File: src/rtl/flash_wp_pkg.sv
package flash_wp_pkg;

   typedef enum logic [2:0] {
      OP_NONE,
      OP_PAGE,
      OP_SECT,
      OP_B32,
      OP_B64,
      OP_CHIP,
      OP_WRSR
   } flash_op_e;

   localparam int STAT_W = 8;

   function automatic int max_of5(input int a, input int b, input int c,
                                  input int d, input int e);
      int m;
      m = a;
      if (b > m) m = b;
      if (c > m) m = c;
      if (d > m) m = d;
      if (e > m) m = e;
      return m;
   endfunction

endpackage

File: src/rtl/flash_wp_range.sv
module flash_wp_range
   import flash_wp_pkg::*;
#(
   parameter int ARRAY_BYTES  = 524288,
   parameter int PAGE_BYTES   = 256,
   parameter int SECTOR_BYTES = 4096,
   parameter int HBLOCK_BYTES = 32768,
   parameter int BLOCK_BYTES  = 65536,
   localparam int AW          = $clog2(ARRAY_BYTES)
)(
   input  logic [2:0]    level,
   input  logic          from_bottom,
   input  logic          fine_grain,
   input  flash_op_e     op,
   input  logic [AW-1:0] addr,
   output logic          hit
);

   localparam int AWP = AW + 1;
   localparam int WW  = AW + 8;

   localparam logic [AW:0]   ARR_L  = AWP'(ARRAY_BYTES);
   localparam logic [WW-1:0] UNIT_S = WW'(SECTOR_BYTES);
   localparam logic [WW-1:0] UNIT_B = WW'(BLOCK_BYTES);
   localparam logic [WW-1:0] ARR_W  = WW'(ARRAY_BYTES);

   logic [WW-1:0] unit_w;
   logic [WW-1:0] grown_w;
   logic [AW:0]   win_size;
   logic [AW:0]   reg_len;
   logic [AW:0]   reg_start;
   logic [AW:0]   reg_end;
   logic [AW:0]   win_low;
   logic [AW-1:0] len_mask;

   // protected window size
   always_comb begin
      unit_w  = fine_grain ? UNIT_S : UNIT_B;
      grown_w = unit_w << (level - 3'd1);
      if (level == 3'd0)
         win_size = '0;
      else if (level == 3'd7 || grown_w >= ARR_W)
         win_size = ARR_L;
      else
         win_size = grown_w[AW:0];
   end

   // region touched by the request
   always_comb begin
      unique case (op)
         OP_PAGE: reg_len = AWP'(PAGE_BYTES);
         OP_SECT: reg_len = AWP'(SECTOR_BYTES);
         OP_B32:  reg_len = AWP'(HBLOCK_BYTES);
         OP_B64:  reg_len = AWP'(BLOCK_BYTES);
         default: reg_len = ARR_L;
      endcase
      len_mask  = ~(reg_len[AW-1:0] - AW'(1));
      reg_start = {1'b0, addr & len_mask};
      reg_end   = reg_start + reg_len;
      win_low   = ARR_L - win_size;
   end

   always_comb begin
      if (win_size == '0)
         hit = 1'b0;
      else if (from_bottom)
         hit = reg_start < win_size;
      else
         hit = reg_end > win_low;
   end

endmodule

File: src/rtl/flash_wp_timer.sv
module flash_wp_timer #(
   parameter int CNT_W = 8
)(
   input  logic             clk,
   input  logic             rst_n,
   input  logic             start,
   input  logic [CNT_W-1:0] dur,
   output logic             busy
);

   logic [CNT_W-1:0] cnt_q;

   always_ff @(posedge clk or negedge rst_n) begin
      if (!rst_n)
         cnt_q <= '0;
      else if (start)
         cnt_q <= dur;
      else if (cnt_q != '0)
         cnt_q <= cnt_q - CNT_W'(1);
   end

   assign busy = (cnt_q != '0);

endmodule

File: src/rtl/flash_wp_ctrl.sv
module flash_wp_ctrl
   import flash_wp_pkg::*;
#(
   parameter int ARRAY_BYTES  = 524288,
   parameter int PAGE_BYTES   = 256,
   parameter int SECTOR_BYTES = 4096,
   parameter int HBLOCK_BYTES = 32768,
   parameter int BLOCK_BYTES  = 65536,
   parameter int T_PROG       = 64,
   parameter int T_SECT       = 200,
   parameter int T_BLK        = 400,
   parameter int T_CHIP       = 1000,
   parameter int T_WRSR       = 40,
   localparam int AW          = $clog2(ARRAY_BYTES)
)(
   input  logic          clk,
   input  logic          rst_n,
   input  logic          cmd_wren,
   input  logic          cmd_wrdi,
   input  logic          cmd_wrsr,
   input  logic          cmd_prog,
   input  logic          cmd_erase,
   input  logic          cmd_rdsr,
   input  logic [1:0]    erase_kind,
   input  logic [AW-1:0] req_addr,
   input  logic [7:0]    wrsr_data,
   output logic          req_ok,
   output logic          req_rej,
   output logic          rd_valid,
   output logic [7:0]    rd_data
);

   localparam int T_MAX = max_of5(T_PROG, T_SECT, T_BLK, T_CHIP, T_WRSR);
   localparam int CNT_W = $clog2(T_MAX + 1);

   // elaboration checks
   if ((ARRAY_BYTES & (ARRAY_BYTES - 1)) != 0) begin : g_bad_array
      $error("ARRAY_BYTES must be a power of two");
   end
   if (BLOCK_BYTES > ARRAY_BYTES || HBLOCK_BYTES > BLOCK_BYTES ||
       SECTOR_BYTES > HBLOCK_BYTES || PAGE_BYTES > SECTOR_BYTES) begin : g_bad_sizes
      $error("region sizes must nest page <= sector <= half block <= block <= array");
   end
   if (T_PROG < 1 || T_SECT < 1 || T_BLK < 1 || T_CHIP < 1 || T_WRSR < 1) begin : g_bad_time
      $error("every busy count must be at least one cycle");
   end

   logic       wel_q;
   logic [2:0] bp_q;
   logic       tb_q;
   logic       sec_q;
   logic       busy_w;

   flash_op_e        op;
   logic             is_mod;
   logic             in_window;
   logic             deny;
   logic             accept;
   logic             reject;
   logic [CNT_W-1:0] dur;
   logic [7:0]       status;
   logic             unused_wrsr_bits;

   assign unused_wrsr_bits = ^{wrsr_data[7], wrsr_data[1:0]};

   // request classification
   always_comb begin
      op = OP_NONE;
      if (cmd_wrsr)
         op = OP_WRSR;
      else if (cmd_prog)
         op = OP_PAGE;
      else if (cmd_erase) begin
         unique case (erase_kind)
            2'd0:    op = OP_SECT;
            2'd1:    op = OP_B32;
            2'd2:    op = OP_B64;
            default: op = OP_CHIP;
         endcase
      end
   end

   flash_wp_range #(
      .ARRAY_BYTES  (ARRAY_BYTES),
      .PAGE_BYTES   (PAGE_BYTES),
      .SECTOR_BYTES (SECTOR_BYTES),
      .HBLOCK_BYTES (HBLOCK_BYTES),
      .BLOCK_BYTES  (BLOCK_BYTES)
   ) u_range (
      .level       (bp_q),
      .from_bottom (tb_q),
      .fine_grain  (sec_q),
      .op          (op),
      .addr        (req_addr),
      .hit         (in_window)
   );

   always_comb begin
      is_mod = (op != OP_NONE);
      deny   = !wel_q ||
               (op != OP_WRSR && (in_window || (op == OP_CHIP && bp_q != 3'd0)));
      accept = !busy_w && is_mod && !deny;
      reject = !busy_w && is_mod && deny;
      unique case (op)
         OP_PAGE:       dur = CNT_W'(T_PROG);
         OP_SECT:       dur = CNT_W'(T_SECT);
         OP_B32, OP_B64: dur = CNT_W'(T_BLK);
         OP_CHIP:       dur = CNT_W'(T_CHIP);
         default:       dur = CNT_W'(T_WRSR);
      endcase
      status = {1'b0, sec_q, tb_q, bp_q, wel_q, busy_w};
   end

   flash_wp_timer #(
      .CNT_W (CNT_W)
   ) u_timer (
      .clk   (clk),
      .rst_n (rst_n),
      .start (accept),
      .dur   (dur),
      .busy  (busy_w)
   );

   always_ff @(posedge clk or negedge rst_n) begin
      if (!rst_n) begin
         wel_q    <= 1'b0;
         bp_q     <= 3'd0;
         tb_q     <= 1'b0;
         sec_q    <= 1'b0;
         req_ok   <= 1'b0;
         req_rej  <= 1'b0;
         rd_valid <= 1'b0;
         rd_data  <= '0;
      end else begin
         req_ok   <= accept;
         req_rej  <= reject;
         rd_valid <= cmd_rdsr;
         if (cmd_rdsr)
            rd_data <= status;
         if (!busy_w) begin
            if (is_mod || cmd_wrdi)
               wel_q <= 1'b0;
            else if (cmd_wren)
               wel_q <= 1'b1;
            if (accept && op == OP_WRSR) begin
               sec_q <= wrsr_data[6];
               tb_q  <= wrsr_data[5];
               bp_q  <= wrsr_data[4:2];
            end
         end
      end
   end

endmodule

File: config.mk
export PLATFORM = sky130hd
export DESIGN_NAME = flash_wp_ctrl
export DESIGN_NICKNAME = d
export VERILOG_FILES = /design/src/rtl/flash_wp_pkg.sv /design/src/rtl/flash_wp_range.sv /design/src/rtl/flash_wp_timer.sv /design/src/rtl/flash_wp_ctrl.sv
export SDC_FILE = /design/constraint.sdc
export NUM_CORES = 1
export LEC_CHECK = 0
export BUFFER_PORTS_ARGS = -buffer_cell sky130_fd_sc_hd__buf_4
export CORE_ASPECT_RATIO = 0.9
export CORE_MARGIN = 8
export CORE_UTILIZATION = 50
export CTS_CLUSTER_SIZE = 24
export DETAILED_ROUTE_END_ITERATION = 6
export GPL_TIMING_DRIVEN = 0
export HOLD_SLACK_MARGIN = 0.08
export PLACE_DENSITY = 0.76
export SETUP_SLACK_MARGIN = 0.3
export SYNTH_ARGS = -nofsm -noshare
export SYNTH_HDL_FRONTEND = slang
export SYNTH_SLANG_ARGS = --single-unit
File: constraint.sdc
create_clock -name clk -period 4.17 [get_ports clk]
set_clock_uncertainty 0.1 [all_clocks]
set_input_delay 1.251 -clock clk [delete_from_list [all_inputs] [get_ports clk]]
set_output_delay 1.251 -clock clk [all_outputs]
set_load 0.02 [all_outputs]
# ---- After elaboration in Yosys (flattened, before gate mapping)
# Cells that the tools add are included.
dict set report totals {
  latchBits 0
  rom_bits 0
  out_inout_bits 11
  reg_bits 26
  n_memories 0
  inputBits 37
  word_cells 70
  ram_bits 0
}
dict set report classes {
  mux 15
  add_sub_neg 5
  eq_ne 10
  bitwise_logic 3
  magnitude_cmp 3
  reduce_logical 24
  n_shift 1
  div 0
  multipliers 0
}
# op count
set op_table {}
lappend op_table {{one-hot mux 20 bit (4 select lines)} 1}
lappend op_table {{2-to-1 mux 20 bit} 2}
lappend op_table {{one-hot mux 10 bit (4 select lines)} 1}
lappend op_table {{>= comparator 27 x 20 -> 1 bit (second input constant)} 1}
lappend op_table {{<< shifter 27 x 3 -> 27 bit} 1}
lappend op_table {{adder 19 x 20 -> 20 bit} 1}
lappend op_table {{> comparator 20 bit} 1}
lappend op_table {{zero test 20 bit} 1}
lappend op_table {{< comparator 19 x 20 -> 1 bit} 1}
lappend op_table {{2-to-1 mux 10 bit} 2}
lappend op_table {{subtractor 20 bit (first input constant)} 1}
lappend op_table {{AND 19 bit} 1}
lappend op_table {{inverter 19 bit} 1}
lappend op_table {{subtractor 19 x 1 -> 19 bit (second input constant)} 1}
lappend op_table {{2-to-1 mux 17 bit} 1}
lappend op_table {{equality test 3 bit (second input constant)} 4}
lappend op_table {{nonzero test 10 bit} 1}
lappend op_table {{subtractor 10 x 1 -> 10 bit (second input constant)} 1}
lappend op_table {{2-to-1 mux 3 bit} 3}
lappend op_table {{one-hot mux 3 bit (3 select lines)} 1}
lappend op_table {{equality test 3 x 2 -> 1 bit (second input constant)} 2}
lappend op_table {{logical AND 1 bit} 6}
lappend op_table {{nonzero test 3 bit} 2}
lappend op_table {{logical OR 1 bit} 4}
lappend op_table {{other kinds (13)} 20}

# ---- Logic depth before layout (Yosys ltp)
# Gate-level depths: netlist (run 1).
dict set report depth {
  word_depth 21
  depth_mapped 22
  ltp_nobuf 21
}

# ---- Cells and area by module
# Synthesis (run 1) repeated with hierarchy kept, for this count alone.
dict set report unflattened {
  cells_unflattened 280
  hier_area_um2 2453.6
}
# module n_inst area_each_um2 cells_per_inst seq_area_each_um2
set modules_own_cells {}
lappend modules_own_cells {flash_wp_range 1 1018.5 143 0.0}
lappend modules_own_cells {flash_wp_ctrl 1 748.2 64 400.4}
lappend modules_own_cells {flash_wp_timer 1 686.9 73 250.2}

# ---- Worst setup path after synthesis (run 1)
# No wires, ideal clock.
dict set report synth_path {
  path_type {input to register}
  from {input port cmd_wrsr}
  to {register u_timer.cnt_q[1]}
  setup_time_ps 120
  arrival_ps 5231
  path_stages 21
  slack_ps -1282
  required_ps 3950
  path_buffers 1
  path_cell_list {or3b_2 -> nor3_1 -> inv_1 -> ha_1 -> and2_1 -> ha_1 -> a41oi_1 -> nor2_1 -> o21a_1 -> o21ai_0 -> xor2_1 -> nor2_1 -> ha_1 -> nand4_1 -> nor4b_1 -> o21ai_0 -> o22ai_1 -> a221oi_2 -> or3_1 -> buf_6 -> o211a_1}
}
dict set report synth_between {
  elab_chain_len 16
  word_cells_on_any_way 26
  classes_between {add/sub: 2; order compare: 2; eq/ne: 6; mux: 5; bitwise: 2; reduce/logical: 9}
}
# item line
set synth_rtl {}
lappend synth_rtl {{from (decl)} flash_wp_ctrl.sv:20} ;# input logic cmd_wrsr,
lappend synth_rtl {{2-to-1 mux 3 bit *} flash_wp_ctrl.sv:69} ;# if (cmd_wrsr)
lappend synth_rtl {{equality test 3 bit, or another cell as far along} flash_wp_range.sv:50} ;# unique case (op)
lappend synth_rtl {{one-hot mux 20 bit (4 select lines)} flash_wp_range.sv:50}
lappend synth_rtl {{subtractor 19 x 1 -> 19 bit} flash_wp_range.sv:57} ;# len_mask = ~(reg_len[AW-1:0] - AW'(1));
lappend synth_rtl {{inverter 19 bit} flash_wp_range.sv:57}
lappend synth_rtl {{AND 19 bit} flash_wp_range.sv:58} ;# reg_start = {1'b0, addr & len_mask};
lappend synth_rtl {{adder 19 x 20 -> 20 bit} flash_wp_range.sv:59} ;# reg_end = reg_start + reg_len;
lappend synth_rtl {{> comparator 20 bit} flash_wp_range.sv:69} ;# hit = reg_end > win_low;
lappend synth_rtl {{2-to-1 mux 1 bit} flash_wp_range.sv:66} ;# else if (from_bottom)
lappend synth_rtl {{2-to-1 mux 1 bit} flash_wp_range.sv:64} ;# if (win_size == '0)
lappend synth_rtl {{logical OR 1 bit} flash_wp_ctrl.sv:101} ;# (op != OP_WRSR && (in_window || (op == OP_CHIP && bp_q != 3'd0)));
lappend synth_rtl {{logical AND 1 bit} flash_wp_ctrl.sv:101}
lappend synth_rtl {{logical OR 1 bit} flash_wp_ctrl.sv:100} ;# deny = !wel_q ||
lappend synth_rtl {{zero test 1 bit} flash_wp_ctrl.sv:102} ;# accept = !busy_w && is_mod && !deny;
lappend synth_rtl {{logical AND 1 bit *} flash_wp_ctrl.sv:102}
lappend synth_rtl {{2-to-1 mux 10 bit / nonzero test 2 bit (equally long branches)} --}
lappend synth_rtl {{to (signal assigned)} flash_wp_timer.sv:17} ;# cnt_q <= dur;
lappend synth_rtl {{to (signal assigned)} flash_wp_timer.sv:19} ;# cnt_q <= cnt_q - CNT_W'(1);
lappend synth_rtl {{to (decl)} flash_wp_timer.sv:11} ;# logic [CNT_W-1:0] cnt_q;
# Every way passes the cells marked *; elsewhere a longest branch is shown, timed or not.
# A chain may end at the register's enable or synchronous reset.

# ---- Worst setup path in the final report (run 1)
dict set report layout_path {
  from {input port cmd_prog}
  to {register u_timer.cnt_q[1]}
}
dict set report layout_between {
  elab_chain_len 17
  word_cells_on_any_way 27
  classes_between {add/sub: 2; order compare: 2; eq/ne: 6; mux: 6; bitwise: 2; reduce/logical: 9}
}
# item line
set layout_rtl {}
lappend layout_rtl {{from (decl)} flash_wp_ctrl.sv:21} ;# input logic cmd_prog,
lappend layout_rtl {{2-to-1 mux 3 bit *} flash_wp_ctrl.sv:71} ;# else if (cmd_prog)
lappend layout_rtl {{2-to-1 mux 3 bit *} flash_wp_ctrl.sv:69}
lappend layout_rtl {{equality test 3 bit, or another cell as far along} flash_wp_range.sv:50}
lappend layout_rtl {{one-hot mux 20 bit (4 select lines)} flash_wp_range.sv:50}
lappend layout_rtl {{subtractor 19 x 1 -> 19 bit} flash_wp_range.sv:57}
lappend layout_rtl {{inverter 19 bit} flash_wp_range.sv:57}
lappend layout_rtl {{AND 19 bit} flash_wp_range.sv:58}
lappend layout_rtl {{adder 19 x 20 -> 20 bit} flash_wp_range.sv:59}
lappend layout_rtl {{> comparator 20 bit} flash_wp_range.sv:69}
lappend layout_rtl {{2-to-1 mux 1 bit} flash_wp_range.sv:66}
lappend layout_rtl {{2-to-1 mux 1 bit} flash_wp_range.sv:64}
lappend layout_rtl {{logical OR 1 bit} flash_wp_ctrl.sv:101}
lappend layout_rtl {{logical AND 1 bit} flash_wp_ctrl.sv:101}
lappend layout_rtl {{logical OR 1 bit} flash_wp_ctrl.sv:100}
lappend layout_rtl {{zero test 1 bit} flash_wp_ctrl.sv:102}
lappend layout_rtl {{logical AND 1 bit *} flash_wp_ctrl.sv:102}
lappend layout_rtl {{2-to-1 mux 10 bit / nonzero test 2 bit (equally long branches)} --}
# Marked as above.

==> flow_metrics.tcl, run 1 <==
set metrics [dict create \
    outcome "complete, but fails checks" \
    violations "negative setup slack" \
    ys_top_cells_by_area "dfrtp_1 (29%), ha_1 (13%), mux2_2 (6.0%), xnor2_1 (4.3%), o21ai_0 (3.3%)" \
    drv_cap 0 \
    place_inst 349 \
    synth-seq-area-share_pct 28.71 \
    async_flop_share_pct 100.0 \
    antenna_left 0 \
    grt_overflow 0 \
    slowest_delay_ns 0.41 \
    crit_type "primary input to register" \
    synth_common_cells "dfrtp_1 (26), ha_1 (24), nand2_1 (19)" \
    power_uw 531.2 \
    ys.warnings.count 0 \
    drc 0 \
    endpoint_kind "register" \
    min_period_ns 4.968 \
    yosys.cell_count.top_type "dfrtp_1" \
    grt_pass1_wl_um 9384 \
    cts_htree_levels 1 \
    setup_viol 11 \
    relSlewSlack_pct 31.71 \
    grt_antenna_before_repair 0 \
    power_frac_seq_pct 47.5 \
    worstPathCellList "buf_8 > or3b_4 > nor3_4 > inv_2 > ha_4 > and2_4 > ha_4 > a41oi_2 > o21bai_1 > a21oi_1 > o21ai_0 > ha_1 > nand4_1 > nor4b_2 > o21ai_1 > o22ai_2 > a221oi_2 > or3_4 > buf_6 > o211a_1" \
    arrival_ns 5.04 \
    grt_pass1_vias 2046 \
    holdWs_ns 0.4166 \
    n_antenna_cell 0 \
    cts_tree "yes" \
    start_kind "primary input" \
    instances_no_fill 369 \
    area_growth_pct 28.93 \
    comb_power_share_pct 21.6 \
    clkPwrFrac_pct 30.9 \
    final_nets 369 \
    syn_nets 315 \
    via_per_inst 5.602 \
    port_buffers 33 \
    yosysUniqueCellTypes 55 \
    place_congestion 0.8840 \
    tightest_slew_ns 1.016 \
    hold_violations 0 \
    die_w_um 86.96 \
    fp.dieArea_sq_um 6945 \
    finalWorstSetupSlack_ns -0.7976 \
    p_sw_uw 136.8 \
    cts.sinks 26 \
    leakage_uw 0.001246 \
    cp_max_fo 5 \
    power_density_nw_per_um2 181.8 \
    avgSynthCellArea_sq_um 8.921 \
    wl_per_cell_um 15.28 \
    max_freq_mhz 201.3 \
    multi_input_area_sq_um 1650 \
    synth_cells 254 \
    final_area_sq_um 2922 \
    regArea_sq_um 650.6 \
    grt_max_degree 27 \
    crit_top_cell "ha_4" \
    finalCritPeriodShare_pct 119.1 \
    first_pass_iters 4 \
    cts_buffers 3 \
    fill_cells 358 \
    dpl-instance-area_sq_um 2628 \
    wirelength_um 5637 \
    p_int_uw 394.4 \
    core_sq_um 4403 \
    clk_pin_slew_worst_paths_ns 0.09 \
    ys.flop_type "dfrtp_1" \
    drv_slew 0 \
    cts_max_path_buffers 2 \
    cts_root_buf "clkbuf_8" \
    track_usage_pct 16.61 \
    initialDrtViolationCount 120 \
    synth_edf_count 0 \
    drive_gt1_share_pct 34.53 \
    clkLatencyLatePin_ns 0.27 \
    min_path_type "register to register" \
    irDropWorstVdd_v 0.0001665 \
    synth_top_area_cell "dfrtp_1" \
    cp_slowest_cell "or3b_4" \
    synth-seq-cells 26 \
    switching_share_pct 25.75 \
    hpwl_um 4161 \
    io_pins 48 \
    synth_top_area_share_pct 28.71 \
    num_vias 2067 \
    chipHeight_um 79.87 \
    num_rows 23 \
    synth_area_sq_um 2266 \
    start_util_pct 51.46 \
    rsz0062_at_grt "yes" \
    cp.required_ns 4.24 \
]
-- power by group through the flow --
stage	clock (uW)	combinational, uW	sequential [uW]
2_1_floorplan	0	54.4	258
3_3_place_gp	0	91.7	258
3_5_place_dp	0	93.0	257
4_1_cts	168	110	252
5_1_grt	178	127	253
6_report	164	115	252
-- final cells by class --
type	instances	share of cell area, %
multi-input cells	206	56.49
flip-flops and latches	26	22.27
repair buffers	49	13.28
well taps	62	2.655
clock buffers	4	1.884
plain buffers	10	1.884
inverters	12	1.542
-- flip-flops by register name, summed over array words and instances (netlist names) --
name and count:
u_timer.cnt_q 10, rd_data 7, bp_q 3, rd_valid 1
req_ok 1, req_rej 1, sec_q 1, tb_q 1
wel_q 1
-- placed cells by master, fill, tap and decap left out, drive strengths merged, types with 3 or more instances in the layout --
cell	Yosys	final
a211oi	4	4
a21oi	8	8
a31oi	3	3
and2	9	9
buf	7	56
clkbuf	3	7
dfrtp	26	26
ha	24	24
inv	12	12
mux2	12	12
nand2	19	19
nand3	9	9
nor2	18	18
nor2b	9	9
nor3	10	10
o211ai	6	6
o21ai	17	17
o22ai	6	6
xnor2	11	11
xor2	8	8
-- cell families (layout without fill, tap and decap cells) --
group,Yosys count,after routing,share of synthesized area (%)
compound gates,56,56,17.12
xor+xnor,19,19,7.344
fa+ha+maj,24,24,13.25
buf+inv,22,75,4.417
flops,26,26,28.71
mux,14,14,6.847
other cells,1,1,0.1655
simple gates,92,92,22.14
-- timing repair --
| action | 4_1_cts | 5_1_grt |
|---|---|---|
| buffers inserted | 11 | 4 |
| hold buffers | 0 | 0 |
| cloned | 1 | 0 |
| setup endpoints to repair | 11 | 11 |
| gates resized for setup | 21 | 3 |
| pin swaps | 9 | 3 |
-- metrics by stage --
stage | util (%) | setup TNS (ns) | worst slack, ns
CTS | 65.16 | -7.963 | -0.7981
detailed placement | 59.68 | -16.58 | -1.603
global route | 66.35 | -10.52 | -1.039
global placement | 59.68 | -16.11 | -1.563
floorplan | - | -9.532 | -0.9727
finish | 66.35 | -8.056 | -0.7976
-- metal layers --
| metal | GRT usage, % | up-vias | wire [um] |
|---|---|---|---|
| li1 | - | 1023 | - |
| met1 | 21.42 | 993 | 2571 |
| met2 | 27.82 | 45 | 2744 |
| met3 | 4.321 | 6 | 282 |
| met4 | 2.062 | 0 | 39 |
| met5 | 0 | - | 0 |
-- critical path, delay by kind of cell --
family	cells	cell delay, ns
and+or+nand+nor	6	1.45
AOI/OAI and AO/OA	8	1.26
adders and majority gates	3	0.77
buffers and inverters	3	0.30
-- worst paths after layout --
kind / endpoint / slack [ns] / depth (start not counted) / start
worst max-delay path: u_timer.cnt_q[1] / -0.80 / 20 / cmd_prog
worst min-delay path: rd_data[6] / 0.42 / 1 / rd_data[6]
worst max register to register: u_timer.cnt_q[1] / -0.10 / 19 / bp_q[0]
worst min register to register: rd_data[6] / 0.42 / 1 / rd_data[6]
max in group asynchronous: u_timer.cnt_q[0] / 2.95 / 1 / rst_n
min in group asynchronous: u_timer.cnt_q[7] / 0.77 / 1 / rst_n
Note: power is estimated with default switching activity, not from simulation.
==> run 2: changes to the inputs <==
--- a/config.mk
+++ b/config.mk
@@ -5,6 +5,7 @@
 export SDC_FILE = /design/constraint.sdc
 export NUM_CORES = 1
 export LEC_CHECK = 0
+export ABC_AREA = 1
 export BUFFER_PORTS_ARGS = -buffer_cell sky130_fd_sc_hd__buf_4
 export CORE_ASPECT_RATIO = 0.9
 export CORE_MARGIN = 8
@@ -13,7 +14,7 @@
 export DETAILED_ROUTE_END_ITERATION = 6
 export GPL_TIMING_DRIVEN = 0
 export HOLD_SLACK_MARGIN = 0.08
-export PLACE_DENSITY = 0.76
+export PLACE_DENSITY = 0.75
 export SETUP_SLACK_MARGIN = 0.3
 export SYNTH_ARGS = -nofsm -noshare
 export SYNTH_HDL_FRONTEND = slang
==> run 2 against run 1 <==
  * The run still ends with negative setup slack left
  * Non-clock buffer count rose by 7
  * Worst setup slack improved by 0.28 ns
  * Clock power rose by 29%
  * Worst hold slack got worse by 0.013 ns
  * Flip-flop and latch count did not move
  * Area after synthesis rose by 6.0%
  * Critical path depth rose by 13
  * Via count rose by 20%
  * Combinational power rose by 30%
  * Wire length rose by 15%
  * Cell count rose by 34%
  * Synthesized cell count rose by 43%
  * Critical endpoint is now u_timer.cnt_q[8]
  * Largest cell class unchanged
==> flow_metrics.tcl, run 2 <==
set metrics [dict create \
    grt_pass1_wl_um 10410 \
    rsz0062_at_grt "yes" \
    fp.dieArea_sq_um 7282 \
    ys.flop_type "dfrtp_1" \
    track_usage_pct 17.76 \
    synth_cells 363 \
    chipHeight_um 81.76 \
    start_util_pct 50.63 \
    critPathBufInv 12 \
    cts_tree "yes" \
    wl_per_cell_um 13.10 \
    port_buffers 35 \
    power_uw 619.5 \
    top_register "u_timer.cnt_q" \
    endpoint_kind "register" \
    drc 0 \
    finalCritPeriodShare_pct 112.4 \
    synth_top_area_share_pct 27.08 \
    drv_cap 0 \
    synth-seq-area-share_pct 27.08 \
    dpl-instance-area_sq_um 2788 \
    hpwl_um 4420 \
    antenna_left 0 \
    grt_pass1_vias 2519 \
    irDropWorstVdd_v 0.0001806 \
    power_density_nw_per_um2 188.6 \
    cts_max_path_buffers 2 \
    start_kind "primary input" \
    die_w_um 89.07 \
    avgSynthCellArea_sq_um 6.618 \
    synth_top_area_cell "dfrtp_1" \
    final_area_sq_um 3284 \
    slowest_delay_ns 0.29 \
    yosys.cell_count.top_type "nand2_1" \
    clk_pin_slew_worst_paths_ns 0.09 \
    setup_viol 16 \
    place_congestion 0.8977 \
    finalCoreUtilization_pct 69.22 \
    outcome "complete, but fails checks" \
    arrival_ns 4.76 \
    grt_overflow 0 \
    cts_root_buf "clkbuf_8" \
    synth_edf_count 0 \
    pre_cts_ws_ns -1.075 \
    ys_top_cells_by_area "dfrtp_1 (27%), nand2_1 (14%), ha_1 (13%), inv_1 (9.8%), nor2_1 (7.0%)" \
    leakage_uw 0.001723 \
    hold_violations 0 \
    drive_gt1_share_pct 31.07 \
    synth_common_cells "nand2_1 (91), inv_1 (63), nor2_1 (45)" \
    grt_antenna_before_repair 0 \
    final_nets 490 \
    cts.sinks 26 \
    yosysUniqueCellTypes 29 \
    min_period_ns 4.686 \
    syn_nets 424 \
    core_sq_um 4745 \
    reg.largest.list "u_timer.cnt_q x10, rd_data x7, bp_q x3" \
    num_vias 2478 \
    initialDrtViolationCount 132 \
    cts_htree_levels 1 \
    cts_buffers 3 \
    io_pins 48 \
    cp_max_fo 5 \
    layout.cells.most_common "nand2_1" \
    async_flop_share_pct 100.0 \
    wirelength_um 6458 \
    ys.warnings.count 0 \
    num_rows 24 \
    critical-path-top-delay-family "simple AND/OR/NAND/NOR gates" \
    finalWorstSetupSlack_ns -0.5158 \
    cp_slowest_cell "ha_1" \
    synth_area_sq_um 2402 \
    final_cell_mix "nand2_1 (78), inv_1 (57), buf_4 (54), nor2_1 (38), dfrtp_1 (26)" \
    synth-seq-cells 26 \
    first_pass_iters 4 \
    grt_max_degree 27 \
    via_per_inst 5.026 \
    drv_slew 0 \
    n_antenna_cell 0 \
    max_freq_mhz 213.4 \
    crit_type "primary input to register" \
    clkLatencyLatePin_ns 0.28 \
    cts-hold-fix-buffers 0 \
    violations "negative setup slack" \
    cp.required_ns 4.25 \
    min_path_type "register to register" \
    area_growth_pct 36.72 \
    largest_reg_flops 10 \
]
## run 2: cell count changes in the layout (fill, tap and decap cells not counted), sizes merged, moves of 8 or more
cell,previous run,this run
nand2,19,99
inv,12,66
nor2,18,52
a21oi,8,20
mux2,12,0
and2,9,0
nand3,9,18
nor2b,9,0
buf,56,64
nand4,2,10
## run 2: tightest hold or removal path, cell delays in order, from the launching register on
cell	delay [ns]
dfrtp_1	0.37
nand2_1	0.06
nand2_1	0.05
## run 2: final timing paths
path                          start          endpoint  slack (ns)  cells past startpoint
max                        cmd_prog  u_timer.cnt_q[8]       -0.52                     33
max reg2reg                 bp_q[0]  u_timer.cnt_q[8]       -0.23                     32
min                            tb_q              tb_q        0.40                      2
min in group asynchronous     rst_n  u_timer.cnt_q[8]        0.76                      1
min reg2reg                    tb_q              tb_q        0.40                      2
max in group asynchronous     rst_n           bp_q[0]        2.95                      1
## run 2: cells by family after synthesis
logic type | synth area share (%)
DFF | 27.08
and+or+nand+nor | 34.84
xor gates and xnor gates | 5.469
adders and majority gates | 12.50
AOI/OAI and AO/OA | 8.542
other | 0.1561
buffers and inverters | 11.41
## run 2: area by class of cell
class | count | area [sq um]
sequential | 26 | 650.6
timing repair buffer | 61 | 504.2
tap | 65 | 81.33
clock buffer | 3 | 41.29
buffer | 5 | 26.28
clock inverter | 1 | 30.03
multi-input combinational | 266 | 1690
inverter | 66 | 260.3
fill | 392 | 1460
## run 2: through the flow
stage                     instances  setup TNS, ns  hold WS, ns
after floorplan                 363         -4.932       0.3611
after global placement          463         -14.44       0.3795
after detailed placement        463         -15.15       0.3893
after CTS                       485         -5.665       0.4143
after global routing            493         -10.72       0.4454
final                           493         -6.768       0.4033
## run 2: where the power goes
group | internal (uW) | total (uW) | switching [uW] | leakage (uW)
Sequential | 257 | 259 | 2.25 | 0.000316
Combinational | 65.9 | 149 | 82.7 | 0.00137
Clock | 129 | 212 | 83.2 | 0.0000357
## run 2: routing by layer
| metal | up-vias | GRT usage, % | share of wire (%) |
|---|---|---|---|
| li1 | 1270 | - | - |
| met1 | 1141 | 20.93 | 42 |
| met2 | 52 | 32.42 | 52 |
| met3 | 15 | 2.800 | 3.6 |
| met4 | 0 | 5.141 | 2.2 |
| met5 | - | 0 | 0 |
## run 2: timing repair
item / CTS / global route
gates resized for setup: 27 / 33
setup endpoints to repair: 16 / 16
hold endpoints to repair: 0 / 0
setup buffers: 18 / 8
pin swaps: 33 / 23
